--- src/rtl/alu_slice_pkg.sv ---
package alu_slice_pkg;
  localparam int SEL_W = 4;

  // Function codes whose meaning the assertions rely on
  localparam logic [SEL_W-1:0] SEL_SUB    = 4'b0110;
  localparam logic [SEL_W-1:0] SEL_ADD    = 4'b1001;
  localparam logic [SEL_W-1:0] SEL_ZERO   = 4'b0011;
  localparam logic [SEL_W-1:0] SEL_PASS_A = 4'b1111;

  typedef struct packed {
    logic prop;
    logic gen;
  } pg_t;
endpackage

--- src/rtl/alu_bit_cell.sv ---
module alu_bit_cell
  import alu_slice_pkg::*;
(
  input  logic             a_bit,
  input  logic             b_bit,
  input  logic [SEL_W-1:0] sel,
  output pg_t              pg
);
  // Propagate term uses the low code bits, generate term the high ones
  always_comb begin
    pg.prop = a_bit | (b_bit & sel[0]) | (~b_bit & sel[1]);
    pg.gen  = (a_bit & ~b_bit & sel[2]) | (a_bit & b_bit & sel[3]);
  end
endmodule

--- src/rtl/alu_carry_unit.sv ---
module alu_carry_unit #(
  parameter int WIDTH = 4
) (
  input  logic [WIDTH-1:0] prop,
  input  logic [WIDTH-1:0] gen,
  input  logic             carry_in,
  output logic [WIDTH:0]   carry,
  output logic             grp_prop,
  output logic             grp_gen
);
  // AND of prop[lo..hi]; 1 for an empty span
  function automatic logic span_and(input logic [WIDTH-1:0] v, input int lo, input int hi);
    logic r;
    r = 1'b1;
    for (int k = 0; k < WIDTH; k++) begin
      if (k >= lo && k <= hi) r = r & v[k];
    end
    return r;
  endfunction

  assign carry[0] = carry_in;

  // Every carry is formed directly from the bit terms (no ripple path)
  generate
    for (genvar i = 0; i < WIDTH; i++) begin : g_col
      logic acc;
      always_comb begin
        acc = carry_in & span_and(prop, 0, i);
        for (int j = 0; j < WIDTH; j++) begin
          if (j <= i) acc = acc | (gen[j] & span_and(prop, j + 1, i));
        end
      end
      assign carry[i+1] = acc;
    end
  endgenerate

  always_comb begin
    grp_prop = &prop;
    grp_gen  = 1'b0;
    for (int j = 0; j < WIDTH; j++) begin
      grp_gen = grp_gen | (gen[j] & span_and(prop, j + 1, WIDTH - 1));
    end
  end
endmodule

--- src/rtl/alu_result_stage.sv ---
module alu_result_stage #(
  parameter int WIDTH = 4
) (
  input  logic [WIDTH-1:0] prop,
  input  logic [WIDTH-1:0] gen,
  input  logic [WIDTH-1:0] carry,
  input  logic             logic_mode,
  output logic [WIDTH-1:0] f_next
);
  // Logic mode forces the carry term on, which turns the sum into the bitwise function
  always_comb begin
    f_next = prop ^ gen ^ (carry | {WIDTH{logic_mode}});
  end
endmodule

--- src/rtl/alu_slice.sv ---
module alu_slice
  import alu_slice_pkg::*;
#(
  parameter int WIDTH = 4
) (
  input  logic             clk,
  input  logic             rst,
  input  logic [WIDTH-1:0] a_in,
  input  logic [WIDTH-1:0] b_in,
  input  logic [SEL_W-1:0] sel,
  input  logic             logic_mode,
  input  logic             cin_n,
  output logic [WIDTH-1:0] f_out,
  output logic             cout_n,
  output logic             prop_n,
  output logic             gen_n,
  output logic             eq_out
);
  pg_t              pg_w [WIDTH];
  logic [WIDTH-1:0] prop_vec;
  logic [WIDTH-1:0] gen_vec;
  logic [WIDTH:0]   carry_w;
  logic             grp_prop_w;
  logic             grp_gen_w;
  logic [WIDTH-1:0] f_next;

  generate
    for (genvar i = 0; i < WIDTH; i++) begin : g_bit
      alu_bit_cell u_cell (
        .a_bit (a_in[i]),
        .b_bit (b_in[i]),
        .sel   (sel),
        .pg    (pg_w[i])
      );
      assign prop_vec[i] = pg_w[i].prop;
      assign gen_vec[i]  = pg_w[i].gen;
    end
  endgenerate

  alu_carry_unit #(.WIDTH(WIDTH)) u_carry (
    .prop     (prop_vec),
    .gen      (gen_vec),
    .carry_in (~cin_n),
    .carry    (carry_w),
    .grp_prop (grp_prop_w),
    .grp_gen  (grp_gen_w)
  );

  alu_result_stage #(.WIDTH(WIDTH)) u_result (
    .prop       (prop_vec),
    .gen        (gen_vec),
    .carry      (carry_w[WIDTH-1:0]),
    .logic_mode (logic_mode),
    .f_next     (f_next)
  );

  always_ff @(posedge clk) begin
    if (rst) begin
      f_out  <= '0;
      cout_n <= 1'b1;
      prop_n <= 1'b1;
      gen_n  <= 1'b1;
      eq_out <= 1'b0;
    end else begin
      f_out  <= f_next;
      cout_n <= ~carry_w[WIDTH];
      prop_n <= ~grp_prop_w;
      gen_n  <= ~grp_gen_w;
      eq_out <= &f_next;
    end
  end


  reset_state_chk: assert property (@(posedge clk)
    rst |=> (f_out == '0 && !eq_out && cout_n && prop_n && gen_n));


  logic_zero_chk: assert property (@(posedge clk) disable iff (rst)
    (logic_mode && sel == SEL_ZERO) |=> (f_out == '0));


  logic_pass_a_chk: assert property (@(posedge clk) disable iff (rst)
    (logic_mode && sel == SEL_PASS_A) |=> (f_out == $past(a_in)));


  add_sum_chk: assert property (@(posedge clk) disable iff (rst)
    (!logic_mode && sel == SEL_ADD)
      |=> (f_out == $past(a_in + b_in + {{(WIDTH-1){1'b0}}, ~cin_n})));


  sub_borrow_chk: assert property (@(posedge clk) disable iff (rst)
    (!logic_mode && sel == SEL_SUB && !cin_n) |=> (cout_n == ($past(a_in) < $past(b_in))));


  gen_forces_carry_chk: assert property (@(posedge clk) disable iff (rst)
    !gen_n |-> !cout_n);


  prop_passes_carry_chk: assert property (@(posedge clk) disable iff (rst)
    (!prop_n && !$past(cin_n)) |-> !cout_n);


  eq_all_ones_chk: assert property (@(posedge clk) disable iff (rst)
    eq_out == (&f_out));
endmodule

--- config.mk ---
export PLATFORM = sky130hd
export DESIGN_NAME = alu_slice
export DESIGN_NICKNAME = d
export VERILOG_FILES = /design/src/rtl/alu_slice_pkg.sv /design/src/rtl/alu_bit_cell.sv /design/src/rtl/alu_carry_unit.sv /design/src/rtl/alu_result_stage.sv /design/src/rtl/alu_slice.sv
export SDC_FILE = /design/constraint.sdc
export NUM_CORES = 1
export LEC_CHECK = 0
export ABC_CLOCK_PERIOD_IN_PS = 2170
export BUFFER_PORTS_ARGS = -buffer_cell sky130_fd_sc_hd__buf_2
export CAP_MARGIN = 20
export CORE_UTILIZATION = 27
export CTS_CLUSTER_DIAMETER = 120
export DETAILED_ROUTE_END_ITERATION = 10
export SLEW_MARGIN = 20
export SYNTH_ARGS = -nofsm -noshare
export SYNTH_HDL_FRONTEND = slang
export SYNTH_SLANG_ARGS = --single-unit
--- constraint.sdc ---
create_clock -name clk -period 2.17 [get_ports clk]
set_clock_uncertainty 0.1 [all_clocks]
set_input_delay 0.3255 -clock clk [delete_from_list [all_inputs] [get_ports clk]]
set_output_delay 0.3255 -clock clk [all_outputs]
set_load 0.01 [all_outputs]
==> reports/summary.txt, run 1 <==
Status: finished clean
DP Wirelength: 1080 µm
CTS Buffer Depth: 2
Yosys cell types: 31
Clk pwr share: 25.9%
XOR/XNOR Fraction of Synth Area: 4.36%
DR vias/cell: 4.88
Leak: 0.357 nW
Avg Inst Size Synth: 9.00 µm²
Worst Hold Class: primary input to flip-flop
Worst Tran Pin Value: 0.417 ns
CP Class: primary input to flip-flop
Largest family of logic cells by synthesized area: compound AO/OA/AOI/OAI gates
Cell area after layout: 774 µm²
Post-CTS setup buffers: 0
Syn nets: 83
Logic gate share of total power: 34.1%
CTS resizes: 0
Remaining DRCs: 0
Clk sinks: 8
Fmax: 604 MHz
Cell Area, Placed: 752 µm²
Tmin final: 1.66 ns
Max-Cap Viols: 0
Synth Flop Type: dfxtp_1
Sequential fraction of the synthesis area: 26.6%
Post-route ant nets: 0
Final setup violating endpoints: 0
P per Cell Area: 527 nW/µm²
GR Util All Layers: 13.1%
Hold-fix buffers, CTS: 0
Number of global-route vias before repair: 586
Ant diodes: 0
Mux share of post-synthesis cell area: 19.9%
Critical-path maximum fanout: 6
Switching share of power: 29.2%
Cells after DPL: 117
#FFs+latches synth: 8
Max-slew violations: 0
Share of the synthesized area in the top cell type: 26.6%
Type of origin of the critical path: primary input
Hold depth: 2
Rel. slew slack: 72.1%
GP Congestion: 0.762
Final nets: 111
First-pass GRT wire length: 2470 µm
Synth Area in Compound Gates: 27.8%
Worst Setup SP: sel[1]
Simple-gate share of the synthesized area: 18.9%
CTS Buf Count: 3
Area Growth Syn to Fin: 28.4%
RSZ-0062 raised after global routing: no
Warnings, synthesis: 0
Crit end category: flip-flop
Core ar.: 2020 µm²
Worst path max stage delay: 0.38 ns
Port Buf Inserts: 23
Fill count: 226
Finished Layout Cells: 120
Sequential Power Share: 40.0%
Share of cells above drive strength 1: 39.8%
Clock slew at reported path FFs: 0.05 ns
Vias: 585
Hold path endpoint: f_out[0]
Hold Crit Start: rst
Drt initial violations: 12
Critical path buffers and inverters: 1
Die ar.: 2430 µm²
Post-route setup slack: 0.514 ns
CTS tree: built
Number of synthesized flops with an enable pin: 0
Worst VDD drop: 0.000291 V
Switching power: 0.119 mW
Netlist Area Pre-Place: 603 µm²
Synth Instances: 67
Final Cycle Share: 76.3%
Row count: 16
Initial antenna violation count: 0
Final Hold Viols: 0
Initial Util: 29.8%
Routed WL: 1330 µm
Pre-CTS setup slack: 0.267 ns
WL/cell: 11.1 µm
Synth area leaders: dfxtp_1 27%, mux2_2 5.6%, mux2i_1 5.0%, a2111oi_2 5.0%, mux2_4 5.0%
Htree depth: 1
Async set-reset flop share out of synthesis: 0%
Initial DRT Pass Iterations: 4
Power Internal: 0.289 mW
Commonest cells in the netlist: 8 x dfxtp_1, 8 x nor2_1, 4 x inv_1, 4 x o21ai_0
Top Ports: 24
Crit path max-delay family: compound AO/OA/AOI/OAI gates
Setup TNS: 0 ns
CP Data Required Time: 2.22 ns
Adder-Cell Fraction of Synth Area: 0%
CP max stage cell: o311a_1
Post-synth top area cell: dfxtp_1
Largest net degree at the start of global routing: 9
Overflow after GRT: 0
Crit path cell chain: buf_2 -> mux2_4 -> o21bai_2 -> a211oi_2 -> o311a_1 -> a2111oi_2
Die H: 49.3 µm
Die width: 49.3 µm
Clk root buf: clkbuf_4
Critical Path AT: 1.70 ns
kinds of logic after synthesis:
| family | after synthesis |
|---|---|
| compound gates | 20 |
| xor+xnor | 3 |
| simple gates | 23 |
| mux | 9 |
| buf+inv | 4 |
| flops | 8 |
power by group through the flow:
stage	Combinational, mW	Clock, mW	Sequential [mW]
after floorplan	0.0787	0	0.175
after global placement	0.138	0	0.166
after detailed placement	0.139	0	0.167
after CTS	0.140	0.111	0.164
after global routing	0.156	0.122	0.165
final	0.139	0.106	0.164
cells in the final DEF, fill, tap and decap left out, drive strengths merged:
cell type / instances
dfxtp: 8
nand3: 1
mux4: 1
xnor2: 2
inv: 4
a21oi: 2
o211ai: 2
a211o: 1
nand2b: 3
mux2i: 3
a32o: 1
or4: 1
o21bai: 2
clkbuf: 3
o21ai: 4
xor2: 1
a21o: 2
o21a: 1
nand4: 1
mux2: 5
nor2b: 2
and2: 1
buf: 23
o311a: 1
a2111oi: 2
nor2: 8
nand2: 4
a211oi: 1
o22a: 1
nor3: 2
per-stage QoR:
step                power, mW  util [%]  hold slack (ns)
floorplan               0.254         -            0.298
global placement        0.304      37.2            0.494
detailed placement      0.306      37.2            0.504
CTS                     0.415      38.3            0.239
global route            0.443      38.3            0.240
finish                  0.408      38.3            0.241
how the worst max path moves through the flow:
stage,end,cells after the start,slack (ns)
final,eq_out,6,0.51
after CTS,eq_out,6,0.52
after detailed placement,eq_out,6,0.27
after global placement,eq_out,6,0.27
after floorplan,eq_out,5,0.48
after global routing,eq_out,6,0.45
registers in the layout (all words and copies together) (netlist names):
| name | count |
|---|---|
| f_out | 4 |
| cout_n | 1 |
| eq_out | 1 |
| gen_n | 1 |
| prop_n | 1 |
cell type report:
class | count | area, µm² | area share, %
clock buffers | 3 | 22.5 | 2.91
repair buffers | 23 | 115 | 14.9
inverters | 4 | 15.0 | 1.94
well taps | 27 | 33.8 | 4.36
flip-flops and latches | 8 | 160 | 20.7
multi-input cells | 55 | 428 | 55.3
per-layer routing:
| metal | global-route usage, % | wire length [µm] |
|---|---|---|
| met3 | 4.98 | 56 |
| met5 | 0 | 0 |
| met1 | 14.9 | 608 |
| met4 | 2.94 | 0 |
| met2 | 22.8 | 664 |
(Power assumes the default switching activity.)
==> run 2, diff against run 1 <==
Settings changed: ABC_CLOCK_PERIOD_IN_PS 2170 to 1550.
Clock period 2.17 ns to 1.55 ns, I/O delays scaled along.
==> run 2 against run 1 <==
Net effect:
- via count grew 9.7%
- critical path type unchanged
- combinational power grew 65%
- die area is the same
- final cell count grew 8.3%
- critical path depth is the same
- sequential share of layout area shrank 2.0 points
- design area grew 11%
- largest cell class unchanged
- worst setup slack lost 0.49 ns
- total power grew 51%
- first-iteration DRC count grew 33%
- non-clock buffer count grew 10
- critical endpoint unchanged
- worst hold slack lost 0.092 ns
==> reports/summary.txt, run 2 (synthesis gave the netlist of run 1 again) <==
Post-CTS setup buffers: 0
P per Cell Area: 715 nW/µm²
Die width: 49.3 µm
Register area: 160 µm²
Share of cells above drive strength 1: 45.6%
DP Wirelength: 1300 µm
Hold-fix buffers, CTS: 0
Initial Util: 29.8%
Most common cell after layout, fill and taps aside: buf_2
Crit path cell chain: buf_2 -> mux2_4 -> o21bai_4 -> a211oi_2 -> o311a_1 -> a2111oi_2
Fmax: 654 MHz
Max-Cap Viols: 0
Leak: 0.407 nW
Critical-path maximum fanout: 6
CP Data Required Time: 1.60 ns
Overall Power: 0.615 mW
Most frequent cells in the layout: 22 x buf_2, 10 x buf_4, 8 x nor2_1, 8 x dfxtp_1
Initial DRT Pass Iterations: 4
CTS resizes: 0
Max-slew violations: 0
Largest net degree at the start of global routing: 9
Top Ports: 24
Routed WL: 1620 µm
Worst path max stage delay: 0.40 ns
Htree depth: 1
Worst Setup SP: sel[1]
Final setup violating endpoints: 0
Tmin final: 1.53 ns
Type of origin of the critical path: primary input
Worst Tran Pin Value: 0.441 ns
Largest register FFs: 4
Crit end category: flip-flop
Cells after DPL: 127
Drt initial violations: 16
DR vias/cell: 4.94
Status: finished clean
Clk root buf: clkbuf_4
Area Growth Syn to Fin: 42.5%
Final Hold Viols: 0
Clk sinks: 8
Ant diodes: 0
Row count: 16
Hold depth: 2
Hold Crit Start: rst
Clock slew at reported path FFs: 0.05 ns
Finished Layout Cells: 130
Worst Hold Class: primary input to flip-flop
Core ar.: 2020 µm²
Top reg by flops: f_out
Port Buf Inserts: 23
Vias: 642
Post-route ant nets: 0
CP max stage cell: o311a_1
Final Cycle Share: 98.7%
Multi-input logic area: 435 µm²
CP Class: primary input to flip-flop
GP Congestion: 0.716
RSZ-0062 raised after global routing: no
Number of global-route vias before repair: 654
Remaining DRCs: 0
CTS Buf Count: 3
Rel. slew slack: 70.6%
Overflow after GRT: 0
GR Util All Layers: 14.6%
Die H: 49.3 µm
Die ar.: 2430 µm²
CTS Buffer Depth: 2
Initial antenna violation count: 0
WL/cell: 12.5 µm
CTS tree: built
Fill count: 209
First-pass GRT wire length: 2730 µm
Worst VDD drop: 0.000435 V
Final nets: 121
Critical Path AT: 1.58 ns
run 2: cell types whose count changed in the layout (fill, tap and decap cells not counted):
| cell | delta |
|---|---|
| o21bai_2 | -1 |
| o21bai_4 | +1 |
| buf_4 | +10 |
| buf_2 | -1 |
| clkbuf_4 | +1 |
run 2: critical path, delay by kind of cell:
family                 cells  cell delay, ns
AOI/OAI and AO/OA          4            0.90
buffers and inverters      1            0.14
muxes                      1            0.31
run 2: final timing paths:
kind	endpoint	slack [ns]
worst max-delay path	eq_out	0.02
worst min-delay path	f_out[0]	0.15
run 2: metal layers:
layer  global-route usage (%)  share of wire, %  vias up
met5                        0                 0        -
met4                     3.92              0.74        0
met3                     4.98               4.2        2
met2                     26.3                52       17
met1                     16.0                43      297
li1                         -                 -      326
run 2: cell type report:
type | count | share of cell area [%]
Multi-Input combinational cell | 55 | 50.7
Timing Repair Buffer | 33 | 22.4
Sequential cell | 8 | 18.6
Tap cell | 27 | 3.93
Clock buffer | 3 | 2.62
Inverter | 4 | 1.75
run 2: per-stage QoR:
step	worst slack [ns]	TNS (ns)	area [µm²]	hold WS (ns)	util [%]
detailed placement	-0.247	-0.593	835	0.415	41.3
CTS	0.0226	0	857	0.142	42.4
global route	0.00612	0	860	0.154	42.5
finish	0.0200	0	860	0.149	42.5
global placement	-0.203	-0.468	835	0.403	41.3
floorplan	0.00719	0	611	0.205	-
run 2: power by group:
part	switching [mW]	leakage, nW	total (mW)	internal, mW
sequential	0.00375	0.0664	0.229	0.225
clock	0.0687	0.0138	0.157	0.0884
combinational	0.114	0.327	0.229	0.115
total	0.186	0.407	0.615	0.429
==> run 3, diff against run 2 <==
Settings changed: CORE_ASPECT_RATIO set to 0.9.
==> run 3 against run 2 <==
Net effect:
- flip-flop and latch count is the same
- worst setup slack improved by 0.047 ns
- utilization is 0.91 points higher
- via count increased by 1.6%
- first-iteration DRC count is 75% lower
- critical path depth stayed put
- worst hold slack worse by 0.0069 ns
- largest power group is now combinational logic
==> reports/summary.txt, run 3 (synthesis gave the netlist of run 1 again) <==
Status: finished clean
Most frequent cells in the layout: 23 x buf_2, 12 x buf_4, 8 x dfxtp_1
CP max stage cell: o311a_1
Clk sinks: 8
Max-slew violations: 0
Multi-input logic area: 438 µm²
Number of global-route vias before repair: 604
Largest net degree at the start of global routing: 9
DR vias/cell: 5.02
CTS Buffer Depth: 2
Vias: 652
Overflow after GRT: 0
P per Cell Area: 698 nW/µm²
Type of origin of the critical path: primary input
Share of cells above drive strength 1: 47.6%
First-pass GRT wire length: 2460 µm
Htree depth: 1
Die H: 46.8 µm
Fmax: 675 MHz
Register area: 160 µm²
Critical-path maximum fanout: 3
Initial antenna violation count: 0
Critical path buffers and inverters: 1
Worst VDD drop: 0.000537 V
Cells after DPL: 127
Area Growth Syn to Fin: 44.6%
Critical Path AT: 1.53 ns
Crit end category: flip-flop
Worst path max stage delay: 0.39 ns
Remaining DRCs: 0
Clk root buf: clkbuf_4
Die ar.: 2430 µm²
Most common cell after layout, fill and taps aside: buf_2
Initial Util: 30.0%
GP Congestion: 0.732
Tmin final: 1.48 ns
Finished Layout Cells: 130
Max-Cap Viols: 0
WL/cell: 11.6 µm
Post-route setup slack: 0.0675 ns
Top Ports: 24
Row count: 15
Die width: 51.8 µm
Post-CTS setup buffers: 0
Setup TNS: 0 ns
Final setup violating endpoints: 0
Leak: 0.415 nW
Initial DRT Pass Iterations: 2
DP Wirelength: 1290 µm
Routed WL: 1510 µm
Crit path cell chain: buf_2 -> mux2_4 -> o21bai_4 -> a211oi_2 -> o311a_1 -> a2111oi_2
Worst Hold Class: primary input to flip-flop
Rel. slew slack: 74.4%
CP Class: primary input to flip-flop
Final nets: 123
Crit path max-delay family: compound AO/OA/AOI/OAI gates
Largest register FFs: 4
Drt initial violations: 4
Final Hold Viols: 0
Top reg by flops: f_out
Worst Tran Pin Value: 0.383 ns
Pre-CTS setup slack: -0.220 ns
GR Util All Layers: 14.0%
Hold-fix buffers, CTS: 0
CTS Buf Count: 3
Clock slew at reported path FFs: 0.05 ns
Ant diodes: 0
CTS tree: built
RSZ-0062 raised after global routing: no
Core ar.: 2010 µm²
Post-route ant nets: 0
CP Data Required Time: 1.60 ns
Port Buf Inserts: 23
Cell Area, Placed: 847 µm²
Fill count: 204
Cell area after layout: 872 µm²
Final Cycle Share: 95.6%
-- run 3: path summary, 6_finish.rpt --
path | start | to | slack, ns | cells past startpoint
worst max-delay path | b_in[0] | eq_out | 0.07 | 6
worst min-delay path | rst | f_out[0] | 0.14 | 2
-- run 3: routing by layer --
layer / GRT usage [%] / wire length, µm / vias to the layer above
met5: 0 / 0 / -
met3: 5.83 / 70 / 0
met1: 15.7 / 700 / 308
li1: - / - / 331
met2: 26.8 / 743 / 13
met4: 0 / 0 / 0
-- run 3: power by group --
part           internal, mW  switching (mW)  leakage (nW)
Clock                0.0880          0.0621        0.0138
Sequential            0.225         0.00346        0.0664
Combinational         0.118           0.112         0.335
-- run 3: through the flow --
step,utilization [%],power (mW),hold slack [ns]
4_1_cts,43.3,0.617,0.146
3_3_place_gp,42.2,0.458,0.406
5_1_grt,43.4,0.652,0.153
6_report,43.4,0.609,0.142
2_1_floorplan,-,0.357,0.205
3_5_place_dp,42.2,0.463,0.413
-- run 3: area by class of cell --
| class | count | area share, % |
|---|---|---|
| Tap cell | 25 | 3.59 |
| Inverter | 4 | 1.72 |
| Sequential cell | 8 | 18.4 |
| Multi-Input combinational cell | 55 | 50.2 |
| Timing Repair Buffer | 35 | 23.5 |
| Clock buffer | 3 | 2.58 |
-- run 3: repair_timing --
action / CTS / global route
setup endpoints to repair: 0 / 1
gates resized for setup: 0 / 1
endpoints found under the hold margin: 0 / 0
